$ cat src/rtl/bcx_pkg.sv
package bcx_pkg;

   typedef enum logic [1:0] {
      MODE_BC   = 2'd0,
      MODE_RT   = 2'd1,
      MODE_MON  = 2'd2,
      MODE_MON2 = 2'd3
   } bcx_mode_e;

   // flag / enable bit positions (shared by status and enable registers)
   localparam int EOM_BIT   = 0;
   localparam int FMT_BIT   = 1;
   localparam int RUN_BIT   = 4;

   // command register bits
   localparam int CMD_RST_BIT   = 0;
   localparam int CMD_START_BIT = 1;

   // register addresses
   localparam int ADDR_MASK = 0;
   localparam int ADDR_CMD  = 1;
   localparam int ADDR_STAT = 2;

   localparam int NUM_FAULTS = 4;

endpackage

$ cat src/rtl/bcx_host_regs.sv
module bcx_host_regs
   import bcx_pkg::*;
#(
   parameter int DATA_W = 16,
   parameter int ADDR_W = 2,
   parameter int MASK_W = 8
) (
   input  logic              clk,
   input  logic              rst_n,
   input  logic              host_wr,
   input  logic              host_rd,
   input  logic [ADDR_W-1:0] host_addr,
   input  logic [DATA_W-1:0] host_wdata,
   input  logic [MASK_W-1:0] flags,
   output logic              soft_rst,
   output logic              start_cmd,
   output logic              stat_rd,
   output logic [MASK_W-1:0] mask_q,
   output logic              cfg_clear,
   output logic [DATA_W-1:0] host_rdata
);

   localparam logic [MASK_W-1:0] USED_BITS =
      MASK_W'((1 << EOM_BIT) | (1 << FMT_BIT) | (1 << RUN_BIT));

   logic sel_mask;
   logic sel_cmd;
   logic sel_stat;

   always_comb begin
      sel_mask  = (host_addr == ADDR_W'(ADDR_MASK));
      sel_cmd   = (host_addr == ADDR_W'(ADDR_CMD));
      sel_stat  = (host_addr == ADDR_W'(ADDR_STAT));
      soft_rst  = host_wr && sel_cmd && host_wdata[CMD_RST_BIT];
      start_cmd = host_wr && sel_cmd && host_wdata[CMD_START_BIT] && !soft_rst;
      stat_rd   = host_rd && sel_stat;
   end

   always_ff @(posedge clk or negedge rst_n) begin
      if (!rst_n) begin
         mask_q    <= '0;
         cfg_clear <= 1'b0;
      end else begin
         cfg_clear <= soft_rst;
         if (soft_rst)
            mask_q <= '0;
         else if (host_wr && sel_mask)
            mask_q <= host_wdata[MASK_W-1:0] & USED_BITS;
      end
   end

   always_comb begin
      host_rdata = '0;
      if (sel_mask)
         host_rdata = DATA_W'(mask_q);
      else if (sel_stat)
         host_rdata = DATA_W'(flags);
   end

endmodule

$ cat src/rtl/bcx_msg_seq.sv
module bcx_msg_seq
   import bcx_pkg::*;
#(
   parameter int CNT_W    = 16,
   parameter int MAX_MSGS = 256
) (
   input  logic             clk,
   input  logic             rst_n,
   input  logic             soft_rst,
   input  logic             start_cmd,
   input  logic [1:0]       mode,
   input  logic [CNT_W-1:0] cnt_init,
   input  logic             msg_done,
   output logic             active_q,
   output logic             run_done,
   output logic [CNT_W-1:0] cnt_q
);

   localparam logic [CNT_W-1:0] ALL_ONES = {CNT_W{1'b1}};
   localparam logic [CNT_W-1:0] FLOOR    = ALL_ONES - CNT_W'(MAX_MSGS);

   logic             is_bc;
   logic             is_mon;
   logic [CNT_W-1:0] load_val;
   logic [CNT_W-1:0] step;
   logic             empty_run;
   logic             last_msg;

   always_comb begin
      is_bc     = (mode == MODE_BC);
      is_mon    = mode[1];
      load_val  = (cnt_init < FLOOR) ? FLOOR : cnt_init;
      step      = cnt_q + 1'b1;
      empty_run = start_cmd && is_bc && (load_val == ALL_ONES);
      last_msg  = !start_cmd && active_q && is_bc && msg_done && (step == ALL_ONES);
      run_done  = !soft_rst && (empty_run || last_msg);
   end

   always_ff @(posedge clk or negedge rst_n) begin
      if (!rst_n) begin
         cnt_q    <= '0;
         active_q <= 1'b0;
      end else if (soft_rst) begin
         cnt_q    <= '0;
         active_q <= 1'b0;
      end else if (start_cmd) begin
         if (is_bc) begin
            cnt_q    <= load_val;
            active_q <= (load_val != ALL_ONES);
         end else if (is_mon) begin
            active_q <= 1'b1;
         end
      end else if (active_q && is_bc && msg_done) begin
         cnt_q <= step;
         if (step == ALL_ONES)
            active_q <= 1'b0;
      end
   end

endmodule

$ cat src/rtl/bcx_evt_flags.sv
module bcx_evt_flags
   import bcx_pkg::*;
#(
   parameter int MASK_W  = 8,
   parameter bit IRQ_REG = 1'b0
) (
   input  logic                  clk,
   input  logic                  rst_n,
   input  logic                  soft_rst,
   input  logic                  stat_rd,
   input  logic [1:0]            mode,
   input  logic                  msg_done,
   input  logic [NUM_FAULTS-1:0] faults,
   input  logic                  run_done,
   input  logic [MASK_W-1:0]     mask,
   output logic [MASK_W-1:0]     flags_q,
   output logic                  irq
);

   logic [MASK_W-1:0] set_v;
   logic              irq_raw;

   always_comb begin
      set_v          = '0;
      set_v[EOM_BIT] = msg_done && !mode[1];
      set_v[FMT_BIT] = |faults;
      set_v[RUN_BIT] = run_done;
      irq_raw        = |(flags_q & mask);
   end

   always_ff @(posedge clk or negedge rst_n) begin
      if (!rst_n)
         flags_q <= '0;
      else if (soft_rst)
         flags_q <= '0;
      else
         flags_q <= (stat_rd ? '0 : flags_q) | set_v;
   end

   generate
      if (IRQ_REG) begin : g_irq_reg
         logic irq_q;
         always_ff @(posedge clk or negedge rst_n) begin
            if (!rst_n)
               irq_q <= 1'b0;
            else
               irq_q <= irq_raw;
         end
         assign irq = irq_q;
      end else begin : g_irq_comb
         assign irq = irq_raw;
      end
   endgenerate

endmodule

$ cat src/rtl/bcx_irq_seq.sv
module bcx_irq_seq
   import bcx_pkg::*;
#(
   parameter int DATA_W   = 16,
   parameter int ADDR_W   = 2,
   parameter int MASK_W   = 8,
   parameter int CNT_W    = 16,
   parameter int MAX_MSGS = 256,
   parameter bit IRQ_REG  = 1'b0
) (
   input  logic              clk,
   input  logic              rst_n,
   input  logic              host_wr,
   input  logic              host_rd,
   input  logic [ADDR_W-1:0] host_addr,
   input  logic [DATA_W-1:0] host_wdata,
   output logic [DATA_W-1:0] host_rdata,
   input  logic [1:0]        mode,
   input  logic [CNT_W-1:0]  cnt_init,
   input  logic              ev_msg_done,
   input  logic              ev_loop_fail,
   input  logic              ev_msg_err,
   input  logic              ev_timeout,
   input  logic              ev_status_set,
   output logic              irq,
   output logic              ctrl_active,
   output logic              cfg_clear
);

   generate
      if (DATA_W < MASK_W) begin : g_chk_dw
         $error("DATA_W must cover MASK_W");
      end
      if (MASK_W <= RUN_BIT) begin : g_chk_mw
         $error("MASK_W too small for flag positions");
      end
      if (ADDR_W < 2) begin : g_chk_aw
         $error("ADDR_W must reach three registers");
      end
      if (MAX_MSGS < 1 || MAX_MSGS >= (2 ** CNT_W) - 1) begin : g_chk_max
         $error("MAX_MSGS out of range for CNT_W");
      end
   endgenerate

   logic                  soft_rst;
   logic                  start_cmd;
   logic                  stat_rd;
   logic [MASK_W-1:0]     mask_q;
   logic [MASK_W-1:0]     flag_q;
   logic                  run_done;
   logic [CNT_W-1:0]      cnt_q;
   logic [NUM_FAULTS-1:0] fault_v;

   assign fault_v = {ev_status_set, ev_timeout, ev_msg_err, ev_loop_fail};

   bcx_host_regs #(
      .DATA_W (DATA_W),
      .ADDR_W (ADDR_W),
      .MASK_W (MASK_W)
   ) u_regs (
      .clk        (clk),
      .rst_n      (rst_n),
      .host_wr    (host_wr),
      .host_rd    (host_rd),
      .host_addr  (host_addr),
      .host_wdata (host_wdata),
      .flags      (flag_q),
      .soft_rst   (soft_rst),
      .start_cmd  (start_cmd),
      .stat_rd    (stat_rd),
      .mask_q     (mask_q),
      .cfg_clear  (cfg_clear),
      .host_rdata (host_rdata)
   );

   bcx_msg_seq #(
      .CNT_W    (CNT_W),
      .MAX_MSGS (MAX_MSGS)
   ) u_seq (
      .clk       (clk),
      .rst_n     (rst_n),
      .soft_rst  (soft_rst),
      .start_cmd (start_cmd),
      .mode      (mode),
      .cnt_init  (cnt_init),
      .msg_done  (ev_msg_done),
      .active_q  (ctrl_active),
      .run_done  (run_done),
      .cnt_q     (cnt_q)
   );

   bcx_evt_flags #(
      .MASK_W  (MASK_W),
      .IRQ_REG (IRQ_REG)
   ) u_flags (
      .clk      (clk),
      .rst_n    (rst_n),
      .soft_rst (soft_rst),
      .stat_rd  (stat_rd),
      .mode     (mode),
      .msg_done (ev_msg_done),
      .faults   (fault_v),
      .run_done (run_done),
      .mask     (mask_q),
      .flags_q  (flag_q),
      .irq      (irq)
   );

endmodule

$ cat config.mk
export PLATFORM = sky130hd
export DESIGN_NAME = bcx_irq_seq
export DESIGN_NICKNAME = d
export VERILOG_FILES = /design/src/rtl/bcx_pkg.sv /design/src/rtl/bcx_host_regs.sv /design/src/rtl/bcx_msg_seq.sv /design/src/rtl/bcx_evt_flags.sv /design/src/rtl/bcx_irq_seq.sv
export SDC_FILE = /design/constraint.sdc
export NUM_CORES = 1
export LEC_CHECK = 0
export ABC_CLOCK_PERIOD_IN_PS = 4200
export CELL_PAD_IN_SITES_DETAIL_PLACEMENT = 1
export CELL_PAD_IN_SITES_GLOBAL_PLACEMENT = 1
export CORE_MARGIN = 2
export CORE_UTILIZATION = 35
export DETAILED_ROUTE_END_ITERATION = 7
export PLACE_DENSITY = 0.92
export SLEW_MARGIN = 20
export SYNTH_ARGS = -nofsm -noshare
export SYNTH_HDL_FRONTEND = slang
export SYNTH_SLANG_ARGS = --single-unit
export TNS_END_PERCENT = 5
$ cat constraint.sdc
create_clock -name clk -period 4.2 [get_ports clk]
set_clock_uncertainty 0.05 [all_clocks]
set_input_delay 0.42 -clock clk [delete_from_list [all_inputs] [get_ports clk]]
set_output_delay 0.42 -clock clk [all_outputs]
set_load 0.02 [all_outputs]
* Word level (Yosys, flattened, before mapping)
Cells that the tools add are included. Widths: inputs -> output; s select.
Word-level totals: flip-flop bits (word level) 34, input bits 45, output and inout bits 19, logic and storage cells 62
Operators by class: add/subtract/negate cells 1, $lt $le $gt $ge 1, equality and inequality tests 7, multiplexer cells 17, bitwise logic cells 2, reductions and logical operators 29
Operator list (number):
- $mux 16 | 5
- $mux 8 | 6
- $eq 16x16->1 const B | 2
- $add 16x1->16 const B | 1
- $logic_and 1x1->1 | 16
- $lt 16x16->1 const B | 1
- $ne 16x16->1 const B | 1
- $and 8x8->8 | 1
- $or 8x5->8 | 1
- $reduce_or 8->1 | 1
- $mux 1 | 6
- $reduce_bool 3->1 | 2
- $logic_not 2->1 | 2
- $ne 4x4->1 const B | 1
- $reduce_or 4->1 | 1
- $logic_not 1->1 | 3
- $ne 3x3->1 const B | 1
- $reduce_and 3->1 | 1
- $eq 2x1->1 const B | 1
- $eq 2x2->1 const B | 1
- $reduce_and 2->1 | 1
- $reduce_bool 2->1 | 1
- $logic_or 1x1->1 | 1

* Depth between registers and ports, before layout
depth in word-level cells 14, depth in mapped cells 8, depth with buffers taken out 8

* Cells and area by module
From an unflattened synthesis, not the netlist that was laid out.
Second synthesis, totals: cell total of the unflattened synthesis 222, area total of the unflattened synthesis 1873.0 um^2
Modules (own cells, without submodules):
- bcx_msg_seq | instances 1, cells each 162, area an instance 1333.8 um^2, sequential area each 425.4 um^2
- bcx_host_regs | instances 1, cells each 40, area an instance 359.1 um^2, sequential area each 100.1 um^2
- bcx_evt_flags | instances 1, cells each 20, area an instance 180.2 um^2, sequential area each 75.1 um^2

* Worst setup path before layout
Ideal clock, no wire load.
path kind register -> register, start point register u_seq.cnt_q[0], end point register u_flags.flags_q[4], library setup time 82 ps, arrival time 1972 ps, required time 4068 ps, slack 2096 ps, stages on the path, launching flop included 9, path buffers 0, period minus slack after synthesis 2104 ps, path through dfrtp_1 > inv_1 > ha_1 > nand4_1 > or4_4 > nor3_2 > nand3_1 > or4_1 > a31oi_1
Between the ends: cells in the longest elaborated chain, start to end 7
RTL lines:
- from (decl) | line bcx_msg_seq.sv:16 | output logic [CNT_W-1:0] cnt_q
- from (signal assigned) | line bcx_msg_seq.sv:48 | cnt_q <= load_val;
- from (signal assigned) | line bcx_msg_seq.sv:54 | cnt_q <= step;
- $add 16x1->16 | line bcx_msg_seq.sv:33 | step = cnt_q + 1'b1;
- $eq 16x16->1 | line bcx_msg_seq.sv:35 | last_msg = !start_cmd && active_q && is_bc && msg_done && (step == ALL_ONES);
- $logic_and 1x1->1 | line bcx_msg_seq.sv:35
- $logic_or 1x1->1 | line bcx_msg_seq.sv:36 | run_done = !soft_rst && (empty_run || last_msg);
- $logic_and 1x1->1 | line bcx_msg_seq.sv:36
- $or 8x5->8 | line bcx_evt_flags.sv:37 | flags_q <= (stat_rd ? '0 : flags_q) | set_v;
- $mux 8 | line bcx_evt_flags.sv:34 | else if (soft_rst)
- to (signal assigned) | line bcx_evt_flags.sv:37
- to (decl) | line bcx_evt_flags.sv:16 | output logic [MASK_W-1:0] flags_q,
Every way passes these cells. A chain may end at the register's enable or synchronous reset.

* Worst setup path after layout
start point input port host_addr[1], end point register u_seq.cnt_q[7]
Between the ends: cells in the longest elaborated chain, start to end 7, elaborated cells between the ends (all ways) 11, classes of those cells eq/ne (2); mux (2); reduce/logical (7)
RTL lines:
- from (decl) | line bcx_irq_seq.sv:15 | input logic [ADDR_W-1:0] host_addr,
- $eq 2x1->1 (*) | line bcx_host_regs.sv:32 | sel_cmd = (host_addr == ADDR_W'(ADDR_CMD));
- $logic_and 1x1->1 (*) | line bcx_host_regs.sv:34, bcx_host_regs.sv:35
- $logic_and 1x1->1 | line bcx_host_regs.sv:34 | soft_rst = host_wr && sel_cmd && host_wdata[CMD_RST_BIT];
- $logic_not 1->1 | line bcx_host_regs.sv:35 | start_cmd = host_wr && sel_cmd && host_wdata[CMD_START_BIT] && !soft_rst;
- $logic_and 1x1->1 | line bcx_host_regs.sv:35
- $ne 3x3->1 (no line), or another cell as far along
- $reduce_and 2->1 (no line) / $mux 16 (equally long branches)
Mark *: on every way between the ends. The rest lies on a longest branch, timed or not.

==> results.toml <==
[status]
status = "completed"

[sta]
max_freq_mhz = 383
period_share_pct = 62.1
slew_violations = 0
fin_hold_ws_ps = 462
slew_headroom_pct = 38.0
hold_viol = 0
final.setup.tns_ps = 0
rsz0062_at_grt = "false"
worst_slew_pin_slew_ps = 923
setup_violations = 0
fin_crit_ps = 2610

[synthesis]
synth_top_area_cell = "dfrtp_1"
syn_area_um2 = 1850
yosysMostFrequentCell = "dfrtp_1"
ys_types = 56
synthCells = 228
async_flop_share_pct = 100
synthTopCellsByArea = "dfrtp_1, buf_4, nand2_1"
yosys-top-cells-count = "dfrtp_1, nand2_1, nor2_1"
ys.flop_type = "dfrtp_1"
synth_top_area_share_pct = 32.5
synth_area_per_cell_um2 = 8.12
ys_ff_latch = 24
synth-edff-count = 0
yosys_warnings = 0
yosysSeqAreaShare_pct = 32.5

[global_routing]
grt-ovfl-total = 0
grt_max_degree = 25
grt_pass1_vias = 2015
antenna_found_initial = 0
track_usage_pct = 20.3
grt_pass1_wl_um = 9760

[worst_setup_path]
cp-start-kind = "input pin"
endpoint_kind = "flip-flop"
crit_fanout = 9
crit_type = "input pin to flip-flop"
cp_data_arrival_time_ps = 2710
cp.required_ps = 4300

[route]
vias_per_cell = 5.77
first_pass_iters = 4
antenna_left = 0
vias = 1897
drt_wl_total_um = 5770
post_drt_wl_per_cell_um = 17.6
drt-initial-drc-count = 109
drc_errors = 0

[pwr]
p_int_mw = 0.427
clkPwrFrac_pct = 25.3
irDropWorstVdd_mv = 0.125
power.switching_mw = 0.217
swShare_pct = 33.7
p_comb_share_pct = 27.8
p_leak_nw = 0.849
seq_power_share_pct = 46.9
cellPowerDensity_nw_per_um2 = 283

[place]
io_buffers = 37
gp_congestion = 0.839
place_hpwl_um = 4320
dp.cells = 325

[floorplan]
fp.coreArea_um2 = 5110
die_h_um = 76.7
num_rows = 26
start_util_pct = 36.2
boundaryPins = 64
die_area_um2 = 5890
die_w_um = 76.7

[clocking]
clockBufferDepth = 2
htreeDepth = 1
numCtsBuffers = 3
cts_hold_buf = 0
cts_tree = "done"
postCtsSetupRepairBufs = 0
clk_latency_ps = 270
cts_resized = 0
numClockSinks = 24
clock-root-buffer = "clkbuf_8"
clk_pin_slew_worst_paths_ps = 90

[cells_and_area]
final_util_pct = 44.6
n_fill_cell = 629
area_delta_synth_final_pct = 23.2
drive_above_1_share_pct = 5.79
antenna_cells = 0
fin_nets = 307
layout.cells.non_filler = 329
multi_input_area_um2 = 1120
seqCellArea_um2 = 601

[job]
cap_violations = 0

[worst_hold_path]
worstHoldPathType = "flip-flop to flip-flop"
cells in the final DEF (no fill, tap or decap), drive strengths merged, types with 8 or more instances in the layout:
cell,synthesis,final
nor3,11,11
conb,1,13
a21oi,13,13
nor2,17,17
nand2,21,21
o21ai,8,8
clkdlybuf4s50,0,37
nand3,14,14
dfrtp,24,24
nand4,11,11
kinds of logic after synthesis:
group | count (synthesis) | synth area share, %
compound gates | 60 | 22.9
xor+xnor | 5 | 2.37
fa+ha+maj | 2 | 1.35
buf+inv | 31 | 9.40
flops | 24 | 32.5
mux | 3 | 1.62
other cells | 1 | 0.203
simple gates | 102 | 29.8
flip-flops by register name, summed over array words and instances (netlist names):
| signal | count |
|---|---|
| u_seq.cnt_q | 16 |
| u_flags.flags_q | 3 |
| u_regs.mask_q | 3 |
| u_regs.cfg_clear | 1 |
| u_seq.active_q | 1 |
cell type report:
cell class	count	area share [%]
Multi-Input combinational cell	185	49.2
Sequential cell	24	26.3
Timing Repair Buffer	40	17.2
Tap cell	70	3.84
Clock buffer	4	2.41
Inverter	6	0.988
worst max-delay path: stages:
cell and delay [ps]:
clkdlybuf4s50_1 530, nor2b_1 350, and3_1 440, nand3_1 350
or2_1 360, a21oi_1 150, o211ai_1 110
metrics by stage:
stage | area [µm²] | worst slack (ps) | power, mW
finish | 2280 | 1590 | 0.644
global route | 2280 | 1360 | 0.681
CTS | 2280 | 1610 | 0.650
detailed placement | 2220 | 1320 | 0.483
global placement | 2220 | 1410 | 0.472
floorplan | 1900 | 2100 | 0.410
final timing paths:
path / from / end / slack, ps / cells after the start
worst max-delay path: host_addr[1] / u_seq.cnt_q[7] / 1590 / 7
worst min register to register: u_seq.cnt_q[14] / u_seq.cnt_q[14] / 460 / 1
min in group asynchronous: rst_n / u_regs.mask_q[4] / 470 / 2
max in group asynchronous: rst_n / u_seq.cnt_q[10] / 3370 / 2
worst max register to register: u_seq.cnt_q[0] / u_flags.flags_q[4] / 1710 / 7
worst min-delay path: u_seq.cnt_q[14] / u_seq.cnt_q[14] / 460 / 1
power groups by stage:
stage / registers, mW / clock network (mW) / logic (mW)
after global placement: 0.302 / 0 / 0.169
after global routing: 0.307 / 0.177 / 0.197
after CTS: 0.301 / 0.169 / 0.180
after floorplan: 0.288 / 0 / 0.123
final: 0.302 / 0.163 / 0.179
after detailed placement: 0.306 / 0 / 0.178
layer usage:
metal  GRT usage [%]  wire, µm  up-vias
li1                -         -      882
met1            25.6      2550      957
met2            36.1      2900       52
met3            2.71       268        6
met4            5.45        59        0
met5               0         0        -
Power figures use the tool's default switching activity.
